File: config.mk
export PLATFORM = sky130hd
export DESIGN_NAME = pwr_reset_seq
export DESIGN_NICKNAME = d
export VERILOG_FILES = /design/src/rtl/por_pkg.sv /design/src/rtl/por_sync.sv /design/src/rtl/por_ramp_mon.sv /design/src/rtl/por_pulse.sv /design/src/rtl/pwr_reset_seq.sv
export SDC_FILE = /design/constraint.sdc
export NUM_CORES = 1
export LEC_CHECK = 0
export BUFFER_PORTS_ARGS = -buffer_cell sky130_fd_sc_hd__buf_2
export CORE_ASPECT_RATIO = 1.5
export CORE_MARGIN = 2
export CORE_UTILIZATION = 40
export DETAILED_ROUTE_END_ITERATION = 12
export PLACE_DENSITY = 0.56
export SLEW_MARGIN = 20
export SYNTH_ARGS = -nofsm -noshare
export SYNTH_HDL_FRONTEND = slang
export SYNTH_HIERARCHICAL = 1
export SYNTH_SLANG_ARGS = --single-unit
export TNS_END_PERCENT = 50
File: constraint.sdc
create_clock -name clk -period 2.4 [get_ports clk]
set_input_delay 0.36 -clock clk [delete_from_list [all_inputs] [get_ports clk]]
set_output_delay 0.36 -clock clk [all_outputs]
set_load 0.02 [all_outputs]
File: src/rtl/por_pkg.sv
package por_pkg;
  localparam int N_GRP    = 3;
  localparam int GRP_REG  = 0;
  localparam int GRP_SAT  = 1;
  localparam int GRP_MAIN = 2;

  function automatic int ms_ticks(input int clk_khz, input int ms);
    return clk_khz * ms;
  endfunction
endpackage

File: src/rtl/por_sync.sv
module por_sync #(
  parameter int W = 3
) (
  input  logic         clk,
  input  logic         arst_n,
  input  logic [W-1:0] d_i,
  output logic [W-1:0] q_o
);
  logic [W-1:0] meta_q;

  for (genvar i = 0; i < W; i++) begin : g_bit
    always_ff @(posedge clk or negedge arst_n) begin
      if (!arst_n) begin
        meta_q[i] <= 1'b0;
        q_o[i]    <= 1'b0;
      end else begin
        meta_q[i] <= d_i[i];
        q_o[i]    <= meta_q[i];
      end
    end
  end
endmodule

File: src/rtl/por_ramp_mon.sv
module por_ramp_mon
  import por_pkg::*;
#(
  parameter int MIN_T = 2,
  parameter int REG_T = 200,
  parameter int HI_T  = 480,
  parameter int LO_T  = 4000
) (
  input  logic             clk,
  input  logic             arst_n,
  input  logic [N_GRP-1:0] pg_s_i,
  input  logic             sel_i,
  output logic             sel_q_o,
  output logic             fault_o,
  output logic             warn_o
);
  localparam int TW = $clog2(LO_T + 2);
  localparam logic [TW-1:0] MIN_C = TW'(MIN_T);
  localparam logic [TW-1:0] REG_C = TW'(REG_T);
  localparam logic [TW-1:0] HI_C  = TW'(HI_T);
  localparam logic [TW-1:0] LO_C  = TW'(LO_T);

  logic             active_q;
  logic [TW-1:0]    t_q;
  logic [N_GRP-1:0] seen_q;
  logic [N_GRP-1:0] late;
  logic             any_s, all_s, fast;

  assign any_s = |pg_s_i;
  assign all_s = &pg_s_i;
  assign fast  = all_s && !(&seen_q) && (!active_q || (t_q < MIN_C));

  for (genvar g = 0; g < N_GRP; g++) begin : g_lim
    logic [TW-1:0] lim;
    if (g == GRP_REG) begin : g_reg
      assign lim = REG_C;
    end else begin : g_oth
      assign lim = sel_q_o ? HI_C : LO_C;
    end
    assign late[g] = active_q && !seen_q[g] && !pg_s_i[g] && (t_q >= lim);
  end

  always_ff @(posedge clk or negedge arst_n) begin
    if (!arst_n) begin
      active_q <= 1'b0;
      t_q      <= '0;
      seen_q   <= '0;
      sel_q_o  <= 1'b0;
      fault_o  <= 1'b0;
      warn_o   <= 1'b0;
    end else if (!any_s) begin
      active_q <= 1'b0;
      t_q      <= '0;
      seen_q   <= '0;
      fault_o  <= 1'b0;
      warn_o   <= 1'b0;
    end else begin
      if (!active_q) begin
        active_q <= 1'b1;
        sel_q_o  <= sel_i;
      end
      if (active_q && (t_q != '1)) t_q <= t_q + 1'b1;
      seen_q <= seen_q | pg_s_i;
      if (|late) fault_o <= 1'b1;
      if (fast)  warn_o  <= 1'b1;
    end
  end

  a_r4_fault_sticky: assert property (@(posedge clk) disable iff (!arst_n)
    (fault_o && any_s) |=> fault_o);
  a_r6_flags_clear: assert property (@(posedge clk) disable iff (!arst_n)
    !any_s |=> (!fault_o && !warn_o));
  a_r3_sel_held: assert property (@(posedge clk) disable iff (!arst_n)
    (active_q && any_s) |=> $stable(sel_q_o));
endmodule

File: src/rtl/por_pulse.sv
module por_pulse #(
  parameter int HI_T = 480,
  parameter int LO_T = 4000
) (
  input  logic clk,
  input  logic arst_n,
  input  logic trip_i,
  input  logic sel_i,
  output logic hold_o
);
  localparam int CW = $clog2(LO_T + 1);
  localparam logic [CW-1:0] HI_END = CW'(HI_T - 1);
  localparam logic [CW-1:0] LO_END = CW'(LO_T - 1);

  logic [CW-1:0] cnt_q;
  logic          at_end;

  assign at_end = (cnt_q == (sel_i ? HI_END : LO_END));

  always_ff @(posedge clk or negedge arst_n) begin
    if (!arst_n) begin
      cnt_q  <= '0;
      hold_o <= 1'b1;
    end else if (!trip_i) begin
      cnt_q  <= '0;
      hold_o <= 1'b1;
    end else if (hold_o) begin
      if (at_end) hold_o <= 1'b0;
      else        cnt_q  <= cnt_q + 1'b1;
    end
  end

  a_r1_release_after_trip: assert property (@(posedge clk) disable iff (!arst_n)
    $fell(hold_o) |-> $past(trip_i));
endmodule

File: src/rtl/pwr_reset_seq.sv
module pwr_reset_seq
  import por_pkg::*;
#(
  parameter int CLK_KHZ = 50000,
  parameter int N_IO    = 8
) (
  input  logic            clk,
  input  logic            arst_n,
  input  logic            pg_reg_i,
  input  logic            pg_sat_i,
  input  logic            pg_main_i,
  input  logic            dly_sel_i,
  input  logic            cfg_done_i,
  input  logic [N_IO-1:0] user_oe_i,
  input  logic [2:0]      cfg_oe_i,
  output logic [N_IO-1:0] user_oe_o,
  output logic [2:0]      cfg_oe_o,
  output logic            por_hold_o,
  output logic            user_mode_o,
  output logic            ramp_fault_o,
  output logic            ramp_warn_o
);
  localparam int T_MIN = (CLK_KHZ / 20 > 0) ? CLK_KHZ / 20 : 1;
  localparam int T_REG = ms_ticks(CLK_KHZ, 5);
  localparam int T_HI  = ms_ticks(CLK_KHZ, 12);
  localparam int T_LO  = ms_ticks(CLK_KHZ, 100);

  logic [N_GRP-1:0] pg_raw, pg_s;
  logic             sel_q, trip, hold, mode_q;

  assign pg_raw[GRP_REG]  = pg_reg_i;
  assign pg_raw[GRP_SAT]  = pg_sat_i;
  assign pg_raw[GRP_MAIN] = pg_main_i;

  por_sync #(.W(N_GRP)) u_sync (
    .clk(clk), .arst_n(arst_n), .d_i(pg_raw), .q_o(pg_s)
  );

  por_ramp_mon #(.MIN_T(T_MIN), .REG_T(T_REG), .HI_T(T_HI), .LO_T(T_LO)) u_mon (
    .clk(clk), .arst_n(arst_n), .pg_s_i(pg_s), .sel_i(dly_sel_i),
    .sel_q_o(sel_q), .fault_o(ramp_fault_o), .warn_o(ramp_warn_o)
  );

  // regulator gated into the main result, then combined with satellite
  assign trip = pg_s[GRP_SAT] & (pg_s[GRP_MAIN] & pg_s[GRP_REG]);

  por_pulse #(.HI_T(T_HI), .LO_T(T_LO)) u_pulse (
    .clk(clk), .arst_n(arst_n), .trip_i(trip), .sel_i(sel_q), .hold_o(hold)
  );

  always_ff @(posedge clk or negedge arst_n) begin
    if (!arst_n) mode_q <= 1'b0;
    else         mode_q <= trip & ~hold & cfg_done_i;
  end

  assign por_hold_o  = hold;
  assign user_mode_o = mode_q;
  assign user_oe_o   = user_oe_i & {N_IO{mode_q}};
  assign cfg_oe_o    = cfg_oe_i;

  a_r8_trip_loss_exits: assert property (@(posedge clk) disable iff (!arst_n)
    !trip |=> !mode_q);
  a_r7_mode_released: assert property (@(posedge clk) disable iff (!arst_n)
    mode_q |-> !hold);
endmodule

# Word level (Yosys, flattened, before mapping)
# Cells that the tools add are included.
[totals]
register_bits = 61
input_bits = 18
word_cells = 78
[classes]
bitwise_logic = 8
n_lt_le_gt_ge = 3
eq_ne = 7
reduce_logical = 27
n_mux = 16
addsub = 2
[op_table]
columns = ["cell", "n"]
rows = [
  ["$mux W23", 7],
  ["$add A23 B1 Y23 const B", 2],
  ["$eq A23 B23 Y1", 1],
  ["$ge A23 B18 Y1 const B", 1],
  ["$ge A23 B23 Y1", 1],
  ["$lt A23 B12 Y1 const B", 1],
  ["$ne A23 B23 Y1 const B", 1],
  ["$logic_and A1 B1 Y1", 12],
  ["$and A8 B8 Y8", 1],
  ["$logic_not A1 Y1", 8],
  ["$mux W1", 8],
  ["$ne A2 B2 Y1 const B", 4],
  ["$reduce_and A3 Y1", 2],
  ["$reduce_or A3 Y1", 2],
  ["$and A1 B1 Y1", 4],
  ["$reduce_and A2 Y1", 2],
  ["$mux W3", 1],
  ["$or A3 B3 Y3", 1],
  ["$ne A2 B1 Y1 const B", 1],
  ["$not A1 Y1", 2],
  ["$logic_or A1 B1 Y1", 1],
]

# Depth between registers and ports, before layout
# Gate-level depths: netlist of the first run.
[depth]
word_depth = 7
mapped_depth = 7

# By module
# The synthesis of the first run kept the hierarchy.
[modules_own_cells]
columns = ["module", "instances", "area_per_inst_um2", "cells_per_inst", "seq_area_each_um2"]
rows = [
  ["por_ramp_mon", 1, 1931.9, 211, 750.7],
  ["por_pulse", 1, 1486.4, 160, 601.8],
  ["por_sync", 1, 150.1, 6, 150.1],
  ["pwr_reset_seq", 1, 117.6, 14, 25.0],
]

# Worst setup path before layout of the first run
# Ideal clock, no wire load.
[synth_path]
kind = "register -> register"
startpoint = "register u_mon.sel_q_o"
endpoint = "register u_mon.fault_o"
path_slack_ps = 450
path_buffers = 0
stages_incl_launch_ff = 8
period_less_slack_ps = 1950
t_arrival_ps = 1819
path_cell_list = "dfrtp_1 -> inv_1 -> ha_1 -> a211oi_1 -> nor2_1 -> a211oi_1 -> nor2_1 -> or3_1"
[synth_between]
elab_chain_cells = 5
elab_cells_between_ends = 6
classes_between = "1 x order compare; 1 x eq/ne; 1 x mux; 3 x reduce/logical"
[synth_lines]
columns = ["element", "line_no", "text"]
rows = [
  ["from (decl)", "por_ramp_mon.sv:13", "output logic sel_q_o,"],
  ["from (signal assigned)", "por_ramp_mon.sv:60", "sel_q_o <= sel_i;"],
  ["$mux W23 *", "por_ramp_mon.sv:38", "assign lim = sel_q_o ? HI_C : LO_C;"],
  ["$ge A23 B23 Y1 *", "por_ramp_mon.sv:40", "assign late[g] = active_q && !seen_q[g] && !pg_s_i[g] && (t_q >= lim);"],
  ["$logic_and A1 B1 Y1", "por_ramp_mon.sv:40", ""],
  ["$reduce_or A3 Y1 *", "por_ramp_mon.sv:64", "if (|late) fault_o <= 1'b1;"],
  ["$ne A2 B2 Y1 (no line) *", "--", ""],
  ["to (signal assigned)", "por_ramp_mon.sv:49", "fault_o <= 1'b0;"],
  ["to (signal assigned)", "por_ramp_mon.sv:55", "fault_o <= 1'b0;"],
  ["to (signal assigned)", "por_ramp_mon.sv:64", ""],
  ["to (decl)", "por_ramp_mon.sv:14", "output logic fault_o,"],
]
# Mark *: on every way between the ends. The rest lies on a longest branch, timed or not.
# A chain may end at the register's enable or synchronous reset.

# Final worst setup path of the first run
[layout_path]
startpoint = "register u_pulse.cnt_q[0]"
endpoint = "register u_pulse.cnt_q[6]"
[layout_between]
elab_chain_cells = 4
elab_cells_between_ends = 7
classes_between = "1 x add/sub; 2 x eq/ne; 3 x mux; 1 x reduce/logical"
[layout_lines]
columns = ["element", "line_no", "text"]
rows = [
  ["from (decl)", "por_pulse.sv:15", "logic [CW-1:0] cnt_q;"],
  ["from (signal assigned)", "por_pulse.sv:29", "else cnt_q <= cnt_q + 1'b1;"],
  ["$add A23 B1 Y23", "por_pulse.sv:29", ""],
  ["$mux W23", "por_pulse.sv:28", "if (at_end) hold_o <= 1'b0;"],
  ["$mux W23", "por_pulse.sv:27", "end else if (hold_o) begin"],
  ["$mux W23", "por_pulse.sv:24", "end else if (!trip_i) begin"],
]
# Several ways; a longest one is shown, not always the timed one. The select of a mux whose other input is x is not followed.

==> flow_metrics.py, run 1 <==
metrics = {
    "timing": {
        "fmax_mhz": 503,
        "rsz0062_at_grt": "false",
        "worst_slack_ns": 0.412,
        "tightestPinTransition_ns": 0.659,
        "layout_min_cycle_time_ns": 1.99,
        "finClkSkew_ns": 0.00519,
        "setup_violations": 0,
        "relSlewSlack": 0.561,
        "slew_viol_final": 0,
        "timing.setup.tns_ns": 0,
        "hold_violations": 0,
        "period_share": 0.828,
    },
    "synthesis": {
        "netlist_instances": 391,
        "yosysSeqAreaShare": 0.414,
        "synth-async-reset-ratio": 1.00,
        "synth_area_mm2": 0.00369,
        "yosys_register_bits": 61,
        "synth_edf_count": 0,
        "ys_types": 72,
        "synthesis.nets": 419,
        "avgSynthCellArea_um2": 9.43,
        "yosys_warnings": 6,
        "ys.flop_type": "dfrtp_1",
    },
    "clock_network": {
        "cts_resized": 0,
        "cts_buffer_depth": 2,
        "clkLatencyLatePin_ns": 0.33,
        "clk_pin_slew_ns": 0.05,
        "post_cts_buffers": 0,
        "cts-root-buf": "clkbuf_16",
        "cts_made_buffers": 9,
        "cts_sinks": 61,
        "ctsHtreeMaxLevel": 3,
        "hold_buffers": 0,
        "cts_tree": "built",
    },
    "setup_path": {
        "rr_endpoint": "u_pulse/cnt_q[6]",
        "end_kind": "register",
        "startpoint_type": "register",
        "worstPathRequired_ns": 2.58,
        "critPathMaxFanout": 7,
        "critical_path_arrival_ns": 2.17,
        "r2r_start": "u_pulse/cnt_q[0]",
        "crit_type": "reg2reg",
        "worstRegToRegCells": 5,
        "reg2reg_slack_ns": 0.41,
    },
    "place": {
        "dp_hpwl_um": 6460,
        "place.gp.congestion": 0.781,
        "dpl_worst_slack_ns": 0.432,
        "io_buffers": 26,
    },
    "drt": {
        "drt_iter0_drc": 156,
        "post_drt_wl_per_cell_um": 16.5,
        "firstDrtPassIters": 4,
        "vias_per_cell": 5.80,
        "drc": 0,
        "wirelength_um": 8740,
        "num_vias": 3073,
        "ant_nets": 0,
    },
    "finish": {
        "area_growth_syn_to_layout_pct": 13.0,
        "layout_common_cells": "dfrtp_1 (60), nor2_1 (34), nand2_1 (33), buf_2 (26), a21oi_1 (17)",
        "diodes": 0,
        "utilization": 0.469,
        "nNetsFinal": 443,
        "final_common_cell": "dfrtp_1",
        "drive_gt1_frac": 0.181,
        "nFillCells": 857,
    },
    "min_path": {
        "hold_path.class": "in2async",
    },
    "die": {
        "core_area_mm2": 0.00888,
        "ios": 33,
        "start_util": 0.415,
        "rows": 42,
        "fp.dieH_um": 122,
        "die_width_um": 82.4,
        "dieArea_mm2": 0.0100,
    },
    "power": {
        "powerDensity_mw_per_mm2": 604,
        "ir_drop_uv": 355,
        "finalPower_mw": 2.52,
        "p_leak_nw": 1.77,
    },
    "global_routing": {
        "grt_pass1_vias": 3027,
        "antenna_found_initial": 0,
        "grt-ovfl-total": 0,
        "grt.total_usage": 0.197,
        "grt_pass1_wl_um": 15000,
        "grt_max_degree": 35,
    },
    "flow_run": {
        "maxCapViolations": 0,
    },
    "outcome": {
        "status": "finished, final reports clean",
    },
}
## logic make-up after synthesis
group,share of synthesized area
AO/OA/AOI/OAI,0.143
XOR/XNOR,0.0309
adder cells (fa/ha/maj),0.0339
buffers and inverters,0.0428
flip-flops,0.414
multiplexers,0.0166
AND/OR/NAND/NOR,0.319
## final cells by class
cell class | count | area [um2] | area share
Multi-Input combinational cell | 303 | 2010 | 0.482
Sequential cell | 61 | 1530 | 0.367
Clock buffer | 14 | 254 | 0.0610
Timing Repair Buffer | 32 | 200 | 0.0480
Tap cell | 110 | 138 | 0.0330
Inverter | 8 | 30.0 | 0.00721
Clock inverter | 2 | 10.0 | 0.00240
## per-layer routing
layer  global-route usage  vias to the layer above  wire length [um]
met4               0.0906                        0               227
met5                    0                        -                 0
met1                0.226                     1492              3570
met2                0.342                       47              4700
met3               0.0393                       19               249
li1                     -                     1515                 -
## worst max-delay path, cell delays in order (launching register included)
cell	delay (ns)
dfrtp_1	0.41
ha_1	0.24
and4_1	0.37
o211ai_1	0.20
nor2_1	0.46
o21bai_1	0.17
## metrics by stage
stage | area (um2) | cells | hold slack [ns]
2_1_floorplan | 3690 | 391 | 0.0644
5_1_grt | 4170 | 530 | 0.126
3_3_place_gp | 3900 | 514 | 0.332
4_1_cts | 4170 | 530 | 0.0885
6_report | 4170 | 530 | 0.0600
3_5_place_dp | 3900 | 514 | 0.341
## power by group
part / leakage [nW] / switching (mW) / internal [mW]
Sequential: 0.807 / 0.0718 / 1.08
Combinational: 0.827 / 0.125 / 0.0909
Clock: 0.131 / 0.424 / 0.723
## sequential cells by signal, indices dropped and copies added, names as in the netlist, 3 cells and up
register	flops
u_mon/t_q	23
u_pulse/cnt_q	23
u_mon/seen_q	3
u_sync/meta_q	3
u_sync/q_o	3
## Yosys cell counts (all sizes together), types with 2 or more instances
library cell | instances | share of area
nand3 | 19 | 0.032
xor2 | 6 | 0.014
o311ai | 2 | 0.0048
nand2b | 4 | 0.0068
o22a | 2 | 0.0048
xnor2 | 7 | 0.017
o31ai | 6 | 0.012
a31o | 2 | 0.0048
buf | 13 | 0.026
nand4 | 15 | 0.031
and3 | 11 | 0.023
dfrtp | 60 | 0.41
and2 | 11 | 0.019
a21oi | 21 | 0.033
nand2 | 35 | 0.038
nor2 | 34 | 0.035
nor3 | 15 | 0.022
o21ai | 20 | 0.028
clkinv | 2 | 0.0020
a211o | 4 | 0.0095
and4bb | 2 | 0.0068
or4 | 9 | 0.018
inv | 6 | 0.0061
nor4bb | 3 | 0.0081
ha | 10 | 0.034
or3 | 12 | 0.023
a31oi | 6 | 0.010
nor4 | 11 | 0.020
a211oi | 3 | 0.0061
and4 | 6 | 0.015
mux2i | 5 | 0.014
nor2b | 2 | 0.0034
clkbuf | 5 | 0.0051
o211ai | 7 | 0.018
## worst max-delay path by stage
stage                                start                to
final                     u_pulse/cnt_q[0]  u_pulse/cnt_q[6]
after global routing         u_mon/sel_q_o     u_mon/fault_o
after CTS                    u_mon/sel_q_o     u_mon/fault_o
after detailed placement     u_mon/sel_q_o     u_mon/fault_o
after global placement       u_mon/sel_q_o     u_mon/fault_o
after floorplan              u_mon/sel_q_o     u_mon/fault_o
Note: power is estimated with default switching activity, not from simulation.
==> run 2, diff against run 1 <==
==> constraint.sdc (replaced) <==
create_clock -name clk -period 1.85 [get_ports clk]
set_input_delay 0.2775 -clock clk [delete_from_list [all_inputs] [get_ports clk]]
set_output_delay 0.2775 -clock clk [all_outputs]
set_load 0.02 [all_outputs]
==> run 2 against run 1 <==
  * Core utilization is 4.5 points higher
  * Global-route usage is 1.4 points higher
  * Register-to-register slack worse by 0.36 ns
  * Cell area is 9.6% higher
  * Non-clock buffer count is 43 higher
  * Combinational power is 88% higher
  * Clock-buffer cell count is 4 lower
  * Maximum frequency is 11% higher
  * Clock power is 42% higher
  * Largest power group is now clock
  * Largest cell class unchanged
  * First-iteration DRC count is 42% higher
==> flow_metrics.py, run 2 (synthesis gave the netlist of run 1 again) <==
metrics = {
    "outcome": {
        "status": "finished, final reports clean",
    },
    "setup_path": {
        "rr_endpoint": "u_mon/fault_o",
        "crit_type": "reg2reg",
        "end_kind": "register",
        "r2r_start": "u_mon/sel_q_o",
        "startpoint_type": "register",
        "critPathMaxFanout": 5,
        "worstPathRequired_ns": 2.06,
        "worstRegToRegCells": 7,
        "critical_path_arrival_ns": 2.00,
        "reg2reg_slack_ns": 0.06,
    },
    "die": {
        "start_util": 0.415,
        "fp.dieH_um": 122,
        "die_width_um": 82.4,
        "ios": 33,
        "rows": 42,
        "core_area_mm2": 0.00888,
        "dieArea_mm2": 0.0100,
    },
    "min_path": {
        "hp-start": "pg_sat_i",
        "hold_path.class": "in2reg",
        "hold_path_end": "u_sync/meta_q[1]",
        "whs_path_depth": 1,
    },
    "global_routing": {
        "grt_busiest_layer": "met2",
        "antenna_found_initial": 0,
        "grt_pass1_vias": 3293,
        "grt-ovfl-total": 0,
        "grt.met2_usage": 0.368,
        "grt_pass1_wl_um": 15800,
        "gr-usage-met1": 0.227,
        "grt_use_met3": 0.0363,
        "grt_max_degree": 62,
        "grt.total_usage": 0.210,
    },
    "place": {
        "io_buffers": 26,
        "place.gp.congestion": 0.869,
        "placed_cells": 552,
        "dp_hpwl_um": 6990,
    },
    "power": {
        "comb_power_share": 0.116,
        "ir_drop_uv": 547,
        "p_leak_nw": 2.00,
        "swShare": 0.252,
        "internal_power_mw": 2.62,
        "powerDensity_mw_per_mm2": 767,
        "finalPower_mw": 3.50,
        "p_switching_mw": 0.884,
        "seqPwrFrac": 0.419,
        "clockPowerShare": 0.465,
    },
    "drt": {
        "vias_per_cell": 5.81,
        "post_drt_wl_per_cell_um": 17.1,
        "drc": 0,
        "firstDrtPassIters": 4,
        "wirelength_um": 9810,
        "num_vias": 3333,
        "drt_iter0_drc": 221,
        "ant_nets": 0,
    },
    "finish": {
        "nNetsFinal": 487,
        "drive_gt1_frac": 0.282,
        "top_regs": "u_mon/t_q: 23 flops, u_pulse/cnt_q: 23 flops",
        "area_growth_syn_to_layout_pct": 23.9,
        "final_common_cell": "dfrtp_1",
        "layout_common_cells": "dfrtp_1 (59), buf_4 (46), nor2_1 (34), nand2_1 (33), buf_2 (26)",
        "fin_cells": 574,
        "diodes": 0,
    },
    "timing": {
        "period_share": 0.970,
        "layout_min_cycle_time_ns": 1.79,
        "hold_violations": 0,
        "tightestPinTransition_ns": 0.656,
        "finClkSkew_ns": 0.00642,
        "setup_violations": 0,
        "relSlewSlack": 0.550,
        "rsz0062_at_grt": "true",
        "hold_slack_ns": 0.0496,
        "fmax_mhz": 557,
        "slew_viol_final": 0,
    },
    "clock_network": {
        "clkLatencyLatePin_ns": 0.33,
        "clk_pin_slew_ns": 0.05,
        "cts_buffer_depth": 2,
        "cts_sinks": 61,
        "cts-root-buf": "clkbuf_16",
        "cts_tree": "built",
        "cts_made_buffers": 9,
        "ctsHtreeMaxLevel": 3,
    },
    "flow_run": {
        "maxCapViolations": 0,
    },
}
## run 2: cell types whose count changed in the layout (fill, tap and decap cells not counted), moves of 2 or more
cell / before / now
buf_4: 4 / 46
clkbuf_1: 4 / 1
clkinv_2: 2 / 5
a211oi_1: 3 / 1
a211oi_2: 0 / 2
## run 2: how the worst max path moves through the flow
stage	start	end	slack (ns)	cells past startpoint
CTS	u_mon/sel_q_o	u_mon/fault_o	0.01	7
detailed placement	u_mon/sel_q_o	u_mon/fault_o	0.02	7
floorplan	u_mon/sel_q_o	u_mon/fault_o	0.03	7
finish	u_mon/sel_q_o	u_mon/fault_o	0.06	7
global route	u_mon/sel_q_o	u_mon/fault_o	-0.07	7
global placement	u_mon/sel_q_o	u_mon/fault_o	0.07	7
## run 2: layer usage
layer  wire length (um)  vias to the layer above
met3                231                       28
li1                   -                     1595
met2               5310                       69
met5                  0                        -
met1               3880                     1641
met4                395                        0
## run 2: timing repair
item / 4_1_cts / 5_1_grt
hold endpoints to repair: 60 / 0
setup endpoints to repair: 0 / 11
gates resized for setup: 0 / 9
hold buffers: 1 / 0
buffers inserted: 0 / 4
## run 2: worst max-delay path, cell delays in order (launching register included)
cell and delay, ns:
dfrtp_2 0.43, inv_2 0.10, ha_1 0.26, a211oi_2 0.21, nor2_1 0.07, a211oi_2 0.19
nor2_1 0.05, or3_1 0.36
## run 2: power by group through the flow
stage,clock (mW),sequential [mW],combinational (mW)
after floorplan,0,1.50,0.191
after global routing,1.72,1.48,0.464
after global placement,0,1.48,0.383
after CTS,1.66,1.47,0.399
after detailed placement,0,1.49,0.395
final,1.63,1.47,0.405
## run 2: area by class of cell
class                      count  area, um2
multi-input combinational    304       2060
inverter                       8       30.0
fill                         820       4320
tap                          110        138
timing repair buffer          75        526
sequential                    61       1530
clock buffer                  10        229
clock inverter                 6       55.1
## run 2: metrics by stage
stage	utilization	setup TNS, ns	cell area (um2)	setup slack (ns)
2_1_floorplan	-	0	3690	0.0318
3_3_place_gp	0.472	0	4190	0.0695
3_5_place_dp	0.472	0	4190	0.0210
4_1_cts	0.505	0	4480	0.0116
5_1_grt	0.514	-0.0684	4570	-0.0684
6_report	0.514	0	4570	0.0556
==> run 3, diff against run 2 <==
--- a/config.mk
+++ b/config.mk
@@ -5,12 +5,12 @@
 export SDC_FILE = /design/constraint.sdc
 export NUM_CORES = 1
 export LEC_CHECK = 0
-export BUFFER_PORTS_ARGS = -buffer_cell sky130_fd_sc_hd__buf_2
 export CORE_ASPECT_RATIO = 1.5
 export CORE_MARGIN = 2
 export CORE_UTILIZATION = 40
 export DETAILED_ROUTE_END_ITERATION = 12
-export PLACE_DENSITY = 0.56
+export DONT_BUFFER_PORTS = 1
+export PLACE_DENSITY = 0.53
 export SLEW_MARGIN = 20
 export SYNTH_ARGS = -nofsm -noshare
 export SYNTH_HDL_FRONTEND = slang
==> run 3 against run 2 <==
  * Non-clock buffer count is 26 lower
  * Total power is 2.7% higher
  * Clock power is 4% higher
  * Worst setup slack worse by 0.016 ns
  * Cell area is 0.96% lower
  * Routed wire length is 0.29% lower
  * Critical path type unchanged
==> flow_metrics.py, run 3 (synthesis gave the netlist of run 1 again) <==
metrics = {
    "drt": {
        "firstDrtPassIters": 4,
        "ant_nets": 0,
        "vias_per_cell": 5.86,
        "drc": 0,
        "num_vias": 3205,
        "wirelength_um": 9790,
        "drt_iter0_drc": 219,
        "post_drt_wl_per_cell_um": 17.9,
    },
    "die": {
        "core_area_mm2": 0.00888,
        "dieArea_mm2": 0.0100,
        "start_util": 0.415,
        "fp.dieH_um": 122,
        "die_width_um": 82.4,
        "ios": 33,
        "rows": 42,
    },
    "power": {
        "finalPower_mw": 3.60,
        "powerDensity_mw_per_mm2": 795,
        "p_leak_nw": 1.87,
        "ir_drop_uv": 521,
    },
    "finish": {
        "layout_common_cells": "dfrtp_1 (57), buf_4 (42), nor2_1 (34), nand2_1 (33)",
        "fin_cells": 547,
        "top_regs": "u_mon/t_q: 23 flops, u_pulse/cnt_q: 23 flops",
        "nNetsFinal": 460,
        "diodes": 0,
        "drive_gt1_frac": 0.254,
        "final_common_cell": "dfrtp_1",
        "area_growth_syn_to_layout_pct": 22.7,
    },
    "setup_path": {
        "startpoint_type": "register",
        "critPathMaxFanout": 9,
        "r2r_start": "u_pulse/hold_o",
        "rr_endpoint": "u_pulse/cnt_q[21]",
        "crit_type": "reg2reg",
        "critical_path.top_delay_family": "simple AND/OR/NAND/NOR gates",
        "reg2reg_slack_ns": 0.04,
        "worstPathRequired_ns": 2.11,
        "slowest_delay_ns": 0.53,
        "path_cells": "and3_1, nand3_2, nor4_1, mux2i_1",
        "end_kind": "register",
        "critPathBufInv": 0,
        "slowest_stage": "dfstp_2",
        "critical_path_arrival_ns": 2.07,
        "worstRegToRegCells": 4,
    },
    "clock_network": {
        "clk_pin_slew_ns": 0.06,
        "cts_made_buffers": 9,
        "cts_buffer_depth": 2,
        "cts-root-buf": "clkbuf_16",
        "cts_tree": "built",
        "ctsHtreeMaxLevel": 3,
        "clkLatencyLatePin_ns": 0.34,
        "cts_sinks": 61,
    },
    "place": {
        "place.gp.congestion": 0.925,
        "dp_hpwl_um": 6920,
        "placed_cells": 524,
        "io_buffers": 0,
    },
    "timing": {
        "hold_slack_ns": 0.0999,
        "period_share": 0.979,
        "hold_violations": 0,
        "slew_viol_final": 0,
        "rsz0062_at_grt": "true",
        "setup_violations": 0,
        "fmax_mhz": 552,
        "layout_min_cycle_time_ns": 1.81,
        "tightestPinTransition_ns": 0.476,
        "relSlewSlack": 0.676,
        "finClkSkew_ns": 0.00907,
    },
    "global_routing": {
        "grt_max_degree": 62,
        "grt_pass1_wl_um": 16300,
        "grt_pass1_vias": 3323,
        "grt.total_usage": 0.217,
        "antenna_found_initial": 0,
        "grt-ovfl-total": 0,
    },
    "flow_run": {
        "maxCapViolations": 0,
    },
    "min_path": {
        "hp-start": "dly_sel_i",
        "hold_path_end": "u_mon/sel_q_o",
        "hold_path.class": "in2reg",
        "whs_path_depth": 2,
    },
    "outcome": {
        "status": "finished, final reports clean",
    },
}
-- run 3: per-stage QoR --
| stage | setup WS (ns) | setup TNS [ns] | util | instance area, um2 |
|---|---|---|---|---|
| after detailed placement | 0.0307 | 0 | 0.453 | 4020 |
| after global placement | 0.0320 | 0 | 0.453 | 4020 |
| final | 0.0394 | 0 | 0.509 | 4520 |
| after global routing | -0.0543 | -0.143 | 0.509 | 4520 |
| after floorplan | 0.0318 | 0 | - | 3690 |
| after CTS | 0.0121 | 0 | 0.494 | 4390 |
-- run 3: area by class of cell --
class,count,area (um2)
Fill cell,845,4360
Multi-Input combinational cell,303,2110
Sequential cell,61,1530
Timing Repair Buffer,49,405
Clock buffer,9,225
Tap cell,110,138
Clock inverter,7,75.1
Inverter,8,36.3
-- run 3: how the worst max path moves through the flow --
stage	start	endpoint	cells past startpoint
6_report	u_pulse/hold_o	u_pulse/cnt_q[21]	4
5_1_grt	u_pulse/hold_o	u_pulse/cnt_q[19]	4
4_1_cts	u_mon/t_q[0]	u_mon/t_q[7]	6
3_5_place_dp	u_mon/t_q[0]	u_mon/t_q[7]	6
3_3_place_gp	u_mon/sel_q_o	u_mon/fault_o	7
2_1_floorplan	u_mon/sel_q_o	u_mon/fault_o	7
-- run 3: routing by layer --
| metal | global-route usage | wire length [um] |
|---|---|---|
| met1 | 0.245 | 3860 |
| met2 | 0.372 | 5330 |
| met3 | 0.0400 | 238 |
| met4 | 0.123 | 358 |
| met5 | 0 | 0 |
-- run 3: report_power, final --
part	switching (mW)	internal (mW)	leakage [nW]	total (mW)
clock	0.654	1.05	0.138	1.70
combinational	0.220	0.193	0.932	0.413
sequential	0.0797	1.40	0.802	1.48
-- run 3: what timing repair did --
item                                    CTS  global route
resized for setup                         0            21
setup buffers                             0             2
endpoints found under the setup margin    0            18
endpoints found under the hold margin    64             0
hold buffers                              5             0
